### config.mk
export PLATFORM = sky130hd
export DESIGN_NAME = pci_wr_combiner
export DESIGN_NICKNAME = d
export VERILOG_FILES = /design/src/rtl/pcw_pkg.sv /design/src/rtl/pcw_post_fifo.sv /design/src/rtl/pcw_burst_master.sv /design/src/rtl/pci_wr_combiner.sv
export SDC_FILE = /design/constraint.sdc
export NUM_CORES = 1
export LEC_CHECK = 0
export BUFFER_PORTS_ARGS = -buffer_cell sky130_fd_sc_hd__buf_2
export CORE_UTILIZATION = 30
export DETAILED_ROUTE_END_ITERATION = 10
export PLACE_DENSITY = 0.57
export SETUP_SLACK_MARGIN = 0.1
export SLEW_MARGIN = 40
export SYNTH_ARGS = -nofsm -noshare
export SYNTH_HDL_FRONTEND = slang
export SYNTH_SLANG_ARGS = --single-unit
export TNS_END_PERCENT = 20
### constraint.sdc
create_clock -name clk -period 3.26 [get_ports clk]
set_clock_uncertainty 0.05 [all_clocks]
set_input_delay 0.326 -clock clk [delete_from_list [all_inputs] [get_ports clk]]
set_output_delay 0.326 -clock clk [all_outputs]
set_load 0.005 [all_outputs]
### src/rtl/pcw_pkg.sv
package pcw_pkg;

    typedef enum logic [1:0] {
        M_IDLE = 2'd0,
        M_ADDR = 2'd1,
        M_DATA = 2'd2
    } mst_state_t;

    localparam logic [3:0] CMD_MEM_WRITE = 4'b0111;

endpackage

### src/rtl/pcw_post_fifo.sv
module pcw_post_fifo #(
    parameter int ADW   = 32,
    parameter int DEPTH = 4,
    localparam int BEW  = ADW / 8,
    localparam int PW   = $clog2(DEPTH),
    localparam int CW   = $clog2(DEPTH + 1)
) (
    input  logic           clk,
    input  logic           rst_n,
    input  logic           push,
    input  logic [ADW-1:0] push_addr,
    input  logic [ADW-1:0] push_data,
    input  logic [BEW-1:0] push_be,
    input  logic           pop,
    output logic [CW-1:0]  count,
    output logic           full,
    output logic           empty,
    output logic [ADW-1:0] head_addr,
    output logic [ADW-1:0] head_data,
    output logic [BEW-1:0] head_be,
    output logic           more_seq
);

    localparam logic [PW-1:0]  LAST_SLOT = PW'(DEPTH - 1);
    localparam logic [ADW-1:0] STEP      = ADW'(BEW);

    logic [ADW-1:0] mem_addr [DEPTH];
    logic [ADW-1:0] mem_data [DEPTH];
    logic [BEW-1:0] mem_be   [DEPTH];
    logic [DEPTH-1:0] mem_seq;

    logic [PW-1:0]  wr_ptr, rd_ptr, nx_ptr;
    logic [ADW-1:0] prev_addr;
    logic           prev_vld;
    logic           seq_in;

    function automatic logic [PW-1:0] bump(input logic [PW-1:0] p);
        return (p == LAST_SLOT) ? '0 : p + 1'b1;
    endfunction

    // sequence flag is computed once, when the write is accepted
    assign seq_in = prev_vld && (push_addr == prev_addr + STEP);
    assign nx_ptr = bump(rd_ptr);

    always_ff @(posedge clk) begin
        if (push) begin
            mem_addr[wr_ptr] <= push_addr;
            mem_data[wr_ptr] <= push_data;
            mem_be[wr_ptr]   <= push_be;
        end
    end

    always_ff @(posedge clk or negedge rst_n) begin
        if (!rst_n) begin
            wr_ptr    <= '0;
            rd_ptr    <= '0;
            count     <= '0;
            prev_addr <= '0;
            prev_vld  <= 1'b0;
            mem_seq   <= '0;
        end else begin
            if (push) begin
                wr_ptr          <= bump(wr_ptr);
                mem_seq[wr_ptr] <= seq_in;
                prev_addr       <= push_addr;
                prev_vld        <= 1'b1;
            end
            if (pop) begin
                rd_ptr <= nx_ptr;
            end
            unique case ({push, pop})
                2'b10:   count <= count + 1'b1;
                2'b01:   count <= count - 1'b1;
                default: count <= count;
            endcase
        end
    end

    assign full      = (count == CW'(DEPTH));
    assign empty     = (count == '0);
    assign head_addr = mem_addr[rd_ptr];
    assign head_data = mem_data[rd_ptr];
    assign head_be   = mem_be[rd_ptr];
    assign more_seq  = (count >= CW'(2)) && mem_seq[nx_ptr];

endmodule

### src/rtl/pcw_burst_master.sv
module pcw_burst_master
    import pcw_pkg::*;
#(
    parameter int ADW  = 32,
    localparam int BEW = ADW / 8
) (
    input  logic           clk,
    input  logic           rst_n,
    input  logic           empty,
    input  logic           more_seq,
    input  logic [ADW-1:0] head_addr,
    input  logic [ADW-1:0] head_data,
    input  logic [BEW-1:0] head_be,
    input  logic           pci_trdy,
    output logic           pci_frame,
    output logic           pci_irdy,
    output logic [ADW-1:0] pci_ad,
    output logic [BEW-1:0] pci_cbe,
    output logic           pop
);

    mst_state_t state, state_nx;
    logic       last_q, last_nx;
    logic       xfer;

    // state register
    always_ff @(posedge clk or negedge rst_n) begin
        if (!rst_n) begin
            state  <= M_IDLE;
            last_q <= 1'b0;
        end else begin
            state  <= state_nx;
            last_q <= last_nx;
        end
    end

    // next-state logic
    always_comb begin
        state_nx = state;
        last_nx  = 1'b0;
        unique case (state)
            M_IDLE: if (!empty) state_nx = M_ADDR;       // start
            M_ADDR: state_nx = M_DATA;                   // launch
            M_DATA: begin
                if (xfer && !pci_frame) begin
                    state_nx = M_IDLE;                   // finish
                end else begin
                    // stream; remember a dropped frame across a stall
                    last_nx = !pci_frame && !xfer;
                end
            end
            default: state_nx = M_IDLE;
        endcase
    end

    // outputs
    always_comb begin
        pci_frame = 1'b0;
        pci_irdy  = 1'b0;
        pci_ad    = '0;
        pci_cbe   = '0;
        unique case (state)
            M_IDLE: ;
            M_ADDR: begin
                pci_frame = 1'b1;
                pci_ad    = head_addr;
                pci_cbe   = CMD_MEM_WRITE;
            end
            M_DATA: begin
                pci_frame = more_seq && !last_q;
                pci_irdy  = 1'b1;
                pci_ad    = head_data;
                pci_cbe   = head_be;
            end
            default: ;
        endcase
    end

    assign xfer = (state == M_DATA) && pci_trdy;
    assign pop  = xfer;

endmodule

### src/rtl/pci_wr_combiner.sv
module pci_wr_combiner #(
    parameter int ADW   = 32,
    parameter int DEPTH = 4,
    localparam int BEW  = ADW / 8,
    localparam int CW   = $clog2(DEPTH + 1)
) (
    input  logic           clk,
    input  logic           rst_n,
    input  logic           host_valid,
    input  logic [ADW-1:0] host_addr,
    input  logic [ADW-1:0] host_data,
    input  logic [BEW-1:0] host_be,
    output logic           host_ready,
    output logic           pci_frame,
    output logic           pci_irdy,
    input  logic           pci_trdy,
    output logic [ADW-1:0] pci_ad,
    output logic [BEW-1:0] pci_cbe
);

    logic [CW-1:0]  occ;
    logic           full, empty, more_seq, pop, push;
    logic [ADW-1:0] head_addr, head_data;
    logic [BEW-1:0] head_be;

    assign host_ready = !full;
    assign push       = host_valid && !full;

    pcw_post_fifo #(.ADW(ADW), .DEPTH(DEPTH)) u_fifo (
        .clk       (clk),
        .rst_n     (rst_n),
        .push      (push),
        .push_addr (host_addr),
        .push_data (host_data),
        .push_be   (host_be),
        .pop       (pop),
        .count     (occ),
        .full      (full),
        .empty     (empty),
        .head_addr (head_addr),
        .head_data (head_data),
        .head_be   (head_be),
        .more_seq  (more_seq)
    );

    pcw_burst_master #(.ADW(ADW)) u_mst (
        .clk       (clk),
        .rst_n     (rst_n),
        .empty     (empty),
        .more_seq  (more_seq),
        .head_addr (head_addr),
        .head_data (head_data),
        .head_be   (head_be),
        .pci_trdy  (pci_trdy),
        .pci_frame (pci_frame),
        .pci_irdy  (pci_irdy),
        .pci_ad    (pci_ad),
        .pci_cbe   (pci_cbe),
        .pop       (pop)
    );

endmodule

==> metrics, run 1 <==
root buf cell clkbuf_16; Setup Buffers After CTS 0; vias post-DR 7,475; worst slew pin tran 0.643 ns; GRT overflow 0; TritonCTS clock tree done; CP Max Fanout 7; vias in the first global route 7,835; final setup fails 0; WS Path Type flop to flop; first-pass GRT wire length 47,300 µm; Final Cycle Share 88.8%; TritonRoute pass-1 iters 5; layout cells sized above 1 28.3%; fillers 4,145; initial core utilization 30.7%; Cell variety after synth 55; Fmax 0.346 GHz; Reg clk slew, reported paths 0.07 ns; Final min period 2.89 ns; RSZ-0062 raised after global routing no; Hold Fails Final Rpt 0; drc violations 0; die width 213 µm; maximum VDD drop 0.514 mV; Crit. Startpoint u_fifo.prev_addr[2]; final core occ 37.3%; Post-synth EDFFs 272; P&R area growth vs syn 21.6%; gr usage total 14.0%; Syn Area/Cell 17.1 µm²; Core Area 0.0434 mm²; IO Count 111; Port Buffers 110; Synth warnings 0; worst r2r path cells 8; Final ANT Viol Nets 0; clk buf depth 3; kind of start point of the critical path flop; largest net degree at the start of global routing 70; Worst Path Arrival 3.22 ns; FF-to-FF Start u_fifo.prev_addr[2]; Synth Instances 777; chip height 213 µm; flop and latch count out of synthesis 319; first-iteration detailed-routing DRC count 408; HPWL Detailed 19,600 µm; GPL Wtd Cong 0.826; routed vias/inst 4.79; Synth Cell Area 0.0133 mm²; asr flop ratio synth 14.7%; Lkg Pwr 5.70 nW; worst hold endpoint u_fifo.mem_addr[1][30]; Min-Delay Path Class primary input to flop; ys flop type edfxtp_1; H-tree depth reported by CTS 2; initial antenna violation count 5; end of the worst register-to-register path u_fifo.mem_seq[3]; Wirelength per Cell 20.0 µm; commonest non-fill, non-tap cell in the layout edfxtp_1; min-delay src host_addr[30]; Rows 76; Setup TNS 0 ns; routed wire length 31,100 µm; nets@finish 1,033; crit end category flop; Pins Over Slew Limit 0; most frequent cells in the layout 272 x edfxtp_1, 122 x nand2_1, 110 x buf_2, 69 x mux4_2, 45 x dfrtp_1; Worst R2R Setup Slack 0.37 ns; sequential share of the synthesized area 70.3%; die area 0.0452 mm²; Pwr Density 839 mW/mm²; WP data required 3.59 ns; synthesized net count 861; CTS Buf Count 35; Min-Delay Path Depth 1; Slew headroom 57.2%; total of max-cap violations 0; clock latency on the worst-skew pair 0.51 ns; status completed; CTS sink cnt 319
kinds of logic after synthesis:
group | share of synthesized area, %
simple gates | 7.41
compound gates | 4.59
flops | 70.3
xor+xnor | 2.70
buf+inv | 1.67
fa+ha+maj | 1.19
mux | 12.2
worst max-delay path by stage:
stage | end
after global placement | u_fifo.mem_seq[0]
after detailed placement | u_fifo.mem_seq[3]
final | u_fifo.mem_seq[3]
after floorplan | u_fifo.mem_addr[2][0]
after CTS | u_fifo.mem_seq[3]
after global routing | u_fifo.mem_seq[2]
cells in the mapped netlist (5+ instances only):
cell type | number | area [µm²]
mux4_2 | 69 | 1550
ha_1 | 11 | 138
and2_1 | 5 | 31.3
edfxtp_1 | 272 | 8170
xnor2_1 | 24 | 210
a32o_1 | 32 | 320
nand4_1 | 10 | 62.6
o21ai_0 | 10 | 50.1
inv_1 | 19 | 71.3
nand2_1 | 122 | 458
nand3_1 | 10 | 50.1
buf_1 | 10 | 37.5
xor2_1 | 17 | 149
nor2_1 | 13 | 48.8
clkbuf_1 | 26 | 97.6
dfrtp_1 | 47 | 1180
cell type report:
type,count,area [µm²],area share (%)
clock inverters,15,90.1,0.557
well taps,585,732,4.53
diodes,1,2.50,0.0155
flip-flops and latches,319,9350,57.8
multi-input cells,400,3750,23.2
clock buffers,47,941,5.82
repair buffers,174,1230,7.59
inverters,19,76.3,0.472
critical path, stage by stage, from the launching register on:
cell	delay (ns)
dfrtp_1	0.46
ha_1	0.32
nand4_2	0.28
nor4_2	0.51
and4_1	0.37
mux2_1	0.34
nand3_1	0.09
o2bb2ai_1	0.23
o31ai_1	0.12
metal layers:
| layer | vias up | GRT usage (%) | part of all wire (%) |
|---|---|---|---|
| met5 | - | 0 | 0.16 |
| met4 | 8 | 3.80 | 2.0 |
| met3 | 50 | 3.41 | 5.3 |
| met2 | 150 | 22.7 | 47 |
| met1 | 3849 | 18.7 | 45 |
| li1 | 3418 | - | - |
where the power goes:
part           internal (W)  switching (W)  total, W
Clock               0.00204        0.00155   0.00358
Sequential          0.00536       0.000358   0.00572
Combinational       0.00191        0.00236   0.00427
Total               0.00930        0.00427    0.0136
metrics by stage:
stage	total power [W]	cells	setup slack (ns)	cell area, µm²	hold WS (ns)
floorplan	0.00853	777	0.301	13300	-0.0196
global placement	0.0101	1459	0.275	14700	0.324
detailed placement	0.0101	1459	0.166	14700	0.316
CTS	0.0138	1559	0.159	16200	0.00132
global route	0.0143	1559	0.126	16200	0.0174
finish	0.0136	1560	0.366	16200	0.0190
what timing repair did:
| action | 4_1_cts | 5_1_grt |
|---|---|---|
| hold buffers | 38 | 0 |
| gates resized for setup | 0 | 3 |
| endpoints found under the hold margin | 167 | 0 |
| endpoints found under the setup margin | 0 | 4 |
registers in the layout (all words and copies together) (netlist names):
name,count
u_fifo.prev_addr,32
u_mst.last_q,1
u_fifo.mem_addr,128
u_fifo.mem_seq,4
u_fifo.mem_data,128
u_fifo.mem_be,16
u_fifo.prev_vld,1
u_mst.state,2
u_fifo.rd_ptr,2
u_fifo.wr_ptr,2
u_fifo.count,3
(Power assumes the default switching activity.)
==> inputs of run 2 (changes only) <==
--- a/config.mk
+++ b/config.mk
@@ -9,6 +9,8 @@
 export CORE_UTILIZATION = 30
 export DETAILED_ROUTE_END_ITERATION = 10
 export PLACE_DENSITY = 0.57
+export RECOVER_POWER = 50
+export REMOVE_ABC_BUFFERS = 1
 export SETUP_SLACK_MARGIN = 0.1
 export SLEW_MARGIN = 40
 export SYNTH_ARGS = -nofsm -noshare
==> run 2 against run 1 <==
Against the previous run:
- the flow now finishes with violations (capacitance limit, slew limit)
- die area is the same
- flip-flop and latch count is the same
- final area shrank 0.13%
- clock-buffer cell count grew 4
- core utilization is essentially flat
- global-route usage shrank 0.31 points
- register-to-register slack lost 0.05 ns
- clock power grew 8.4%
- critical path type unchanged
- first-iteration DRC count shrank 0.25%
==> metrics, run 2 (same netlist as run 1, synthesis figures left out) <==
CTS sink cnt 319; P&R area growth vs syn 21.4%; layout cells sized above 1 19.9%; Reg clk slew, reported paths 0.06 ns; routed vias/inst 4.79; root buf cell clkbuf_16; RSZ-0062 raised after global routing no; maximum VDD drop 0.634 mV; Core Area 0.0434 mm²; initial antenna violation count 0; IO Count 111; TritonRoute pass-1 iters 5; Slew headroom -14.8%; HPWL Detailed 18,300 µm; worst r2r path cells 7; Min-Delay Path Depth 3; gr usage total 13.7%; die area 0.0452 mm²; WS Path Type flop to flop; Pins Over Slew Limit 64; Final Cycle Share 90.2%; TritonCTS clock tree done; die width 213 µm; nets@finish 1,031; crit end category flop; FF-to-FF Start u_fifo.prev_addr[7]; GRT overflow 0; Hold Fails Final Rpt 0; CP Max Fanout 6; min-delay src host_addr[16]; total of max-cap violations 2; fillers 4,143; Lkg Pwr 5.52 nW; worst slew pin tran 1.72 ns; final setup fails 0; Crit. Startpoint u_fifo.prev_addr[7]; CTS Buf Count 36; biggest regs u_fifo.mem_addr x128, u_fifo.mem_data x128, u_fifo.prev_addr x32; initial core utilization 30.7%; chip height 213 µm; Worst Path Arrival 3.30 ns; Final ANT Viol Nets 0; worst-path cell chain nand4_1 > or4_4 > nor3_1 > mux2_2 > a2111oi_0 > nand3_1 > o31ai_1; clock latency on the worst-skew pair 0.53 ns; Final min period 2.94 ns; first-pass GRT wire length 46,300 µm; Worst path max stage delay 0.58 ns; GPL Wtd Cong 0.832; clk buf depth 3; failing checks capacitance limit, slew limit; worst hold slack 0.0776 ns; total power 0.0138 W; routed wire length 30,400 µm; drc violations 0; slowest cell on the critical path or4_4; most frequent cells in the layout 272 x edfxtp_1, 122 x nand2_1, 84 x clkbuf_1, 69 x mux4_2; Fmax 0.340 GHz; first-iteration detailed-routing DRC count 407; WP data required 3.62 ns; vias in the first global route 7,788; n_diodes 0; vias post-DR 7,456; largest net degree at the start of global routing 70; H-tree depth reported by CTS 2; Pwr Density 855 mW/mm²; kind of start point of the critical path flop; commonest non-fill, non-tap cell in the layout edfxtp_1; Setup Buffers After CTS 0; Min-Delay Path Class primary input to flop; Rows 76; Worst R2R Setup Slack 0.32 ns; status complete, but fails checks; Port Buffers 110; Wirelength per Cell 19.5 µm
==> run 2: path summary, 6_finish.rpt <==
kind                                   endpoint
setup / recovery              u_fifo.mem_seq[0]
hold / removal             u_fifo.prev_addr[16]
setup reg to reg              u_fifo.mem_seq[0]
hold reg to reg                 u_fifo.prev_vld
max in group asynchronous  u_fifo.prev_addr[20]
min in group asynchronous   u_fifo.prev_addr[8]
==> run 2: critical path: cells and delay by family, from the launching register on <==
| kind | cells | cell delay (ns) |
|---|---|---|
| and+or+nand+nor | 4 | 1.25 |
| muxes | 1 | 0.35 |
| AOI/OAI and AO/OA | 2 | 0.71 |
| DFF | 1 | 0.47 |
==> run 2: final cells by class <==
class | instances | area, µm² | share of cell area [%]
sequential | 319 | 9350 | 57.9
multi-input combinational | 400 | 3740 | 23.2
timing repair buffer | 171 | 1130 | 7.00
clock buffer | 51 | 978 | 6.06
tap | 585 | 732 | 4.53
clock inverter | 11 | 134 | 0.829
inverter | 19 | 76.3 | 0.473
==> run 2: what timing repair did <==
item / CTS / global route
resized for setup: 0 / 2
hold buffers: 44 / 0
setup endpoints to repair: 0 / 1
hold endpoints to repair: 194 / 0
==> run 2: report_power, final <==
group          total, W  switching (W)  internal (W)
combinational   0.00420        0.00234       0.00186
sequential      0.00572       0.000361       0.00536
clock           0.00388        0.00155       0.00233
==> run 2: metal layers <==
metal,track usage [%],wire (µm),vias up
li1,-,-,3418
met4,4.14,608,0
met1,18.5,14200,3841
met3,2.53,1170,46
met5,0,0,-
met2,22.4,14400,151
==> run 2: metrics by stage <==
stage	setup TNS [ns]	instances	cell area [µm²]	setup WS, ns	utilization [%]
finish	0	1556	16100	0.319	37.2
global route	0	1556	16100	0.167	37.2
CTS	0	1556	16200	0.177	37.4
detailed placement	0	1450	14700	0.252	33.8
global placement	0	1450	14700	0.310	33.8
floorplan	-35.12	738	13100	-1.24	-
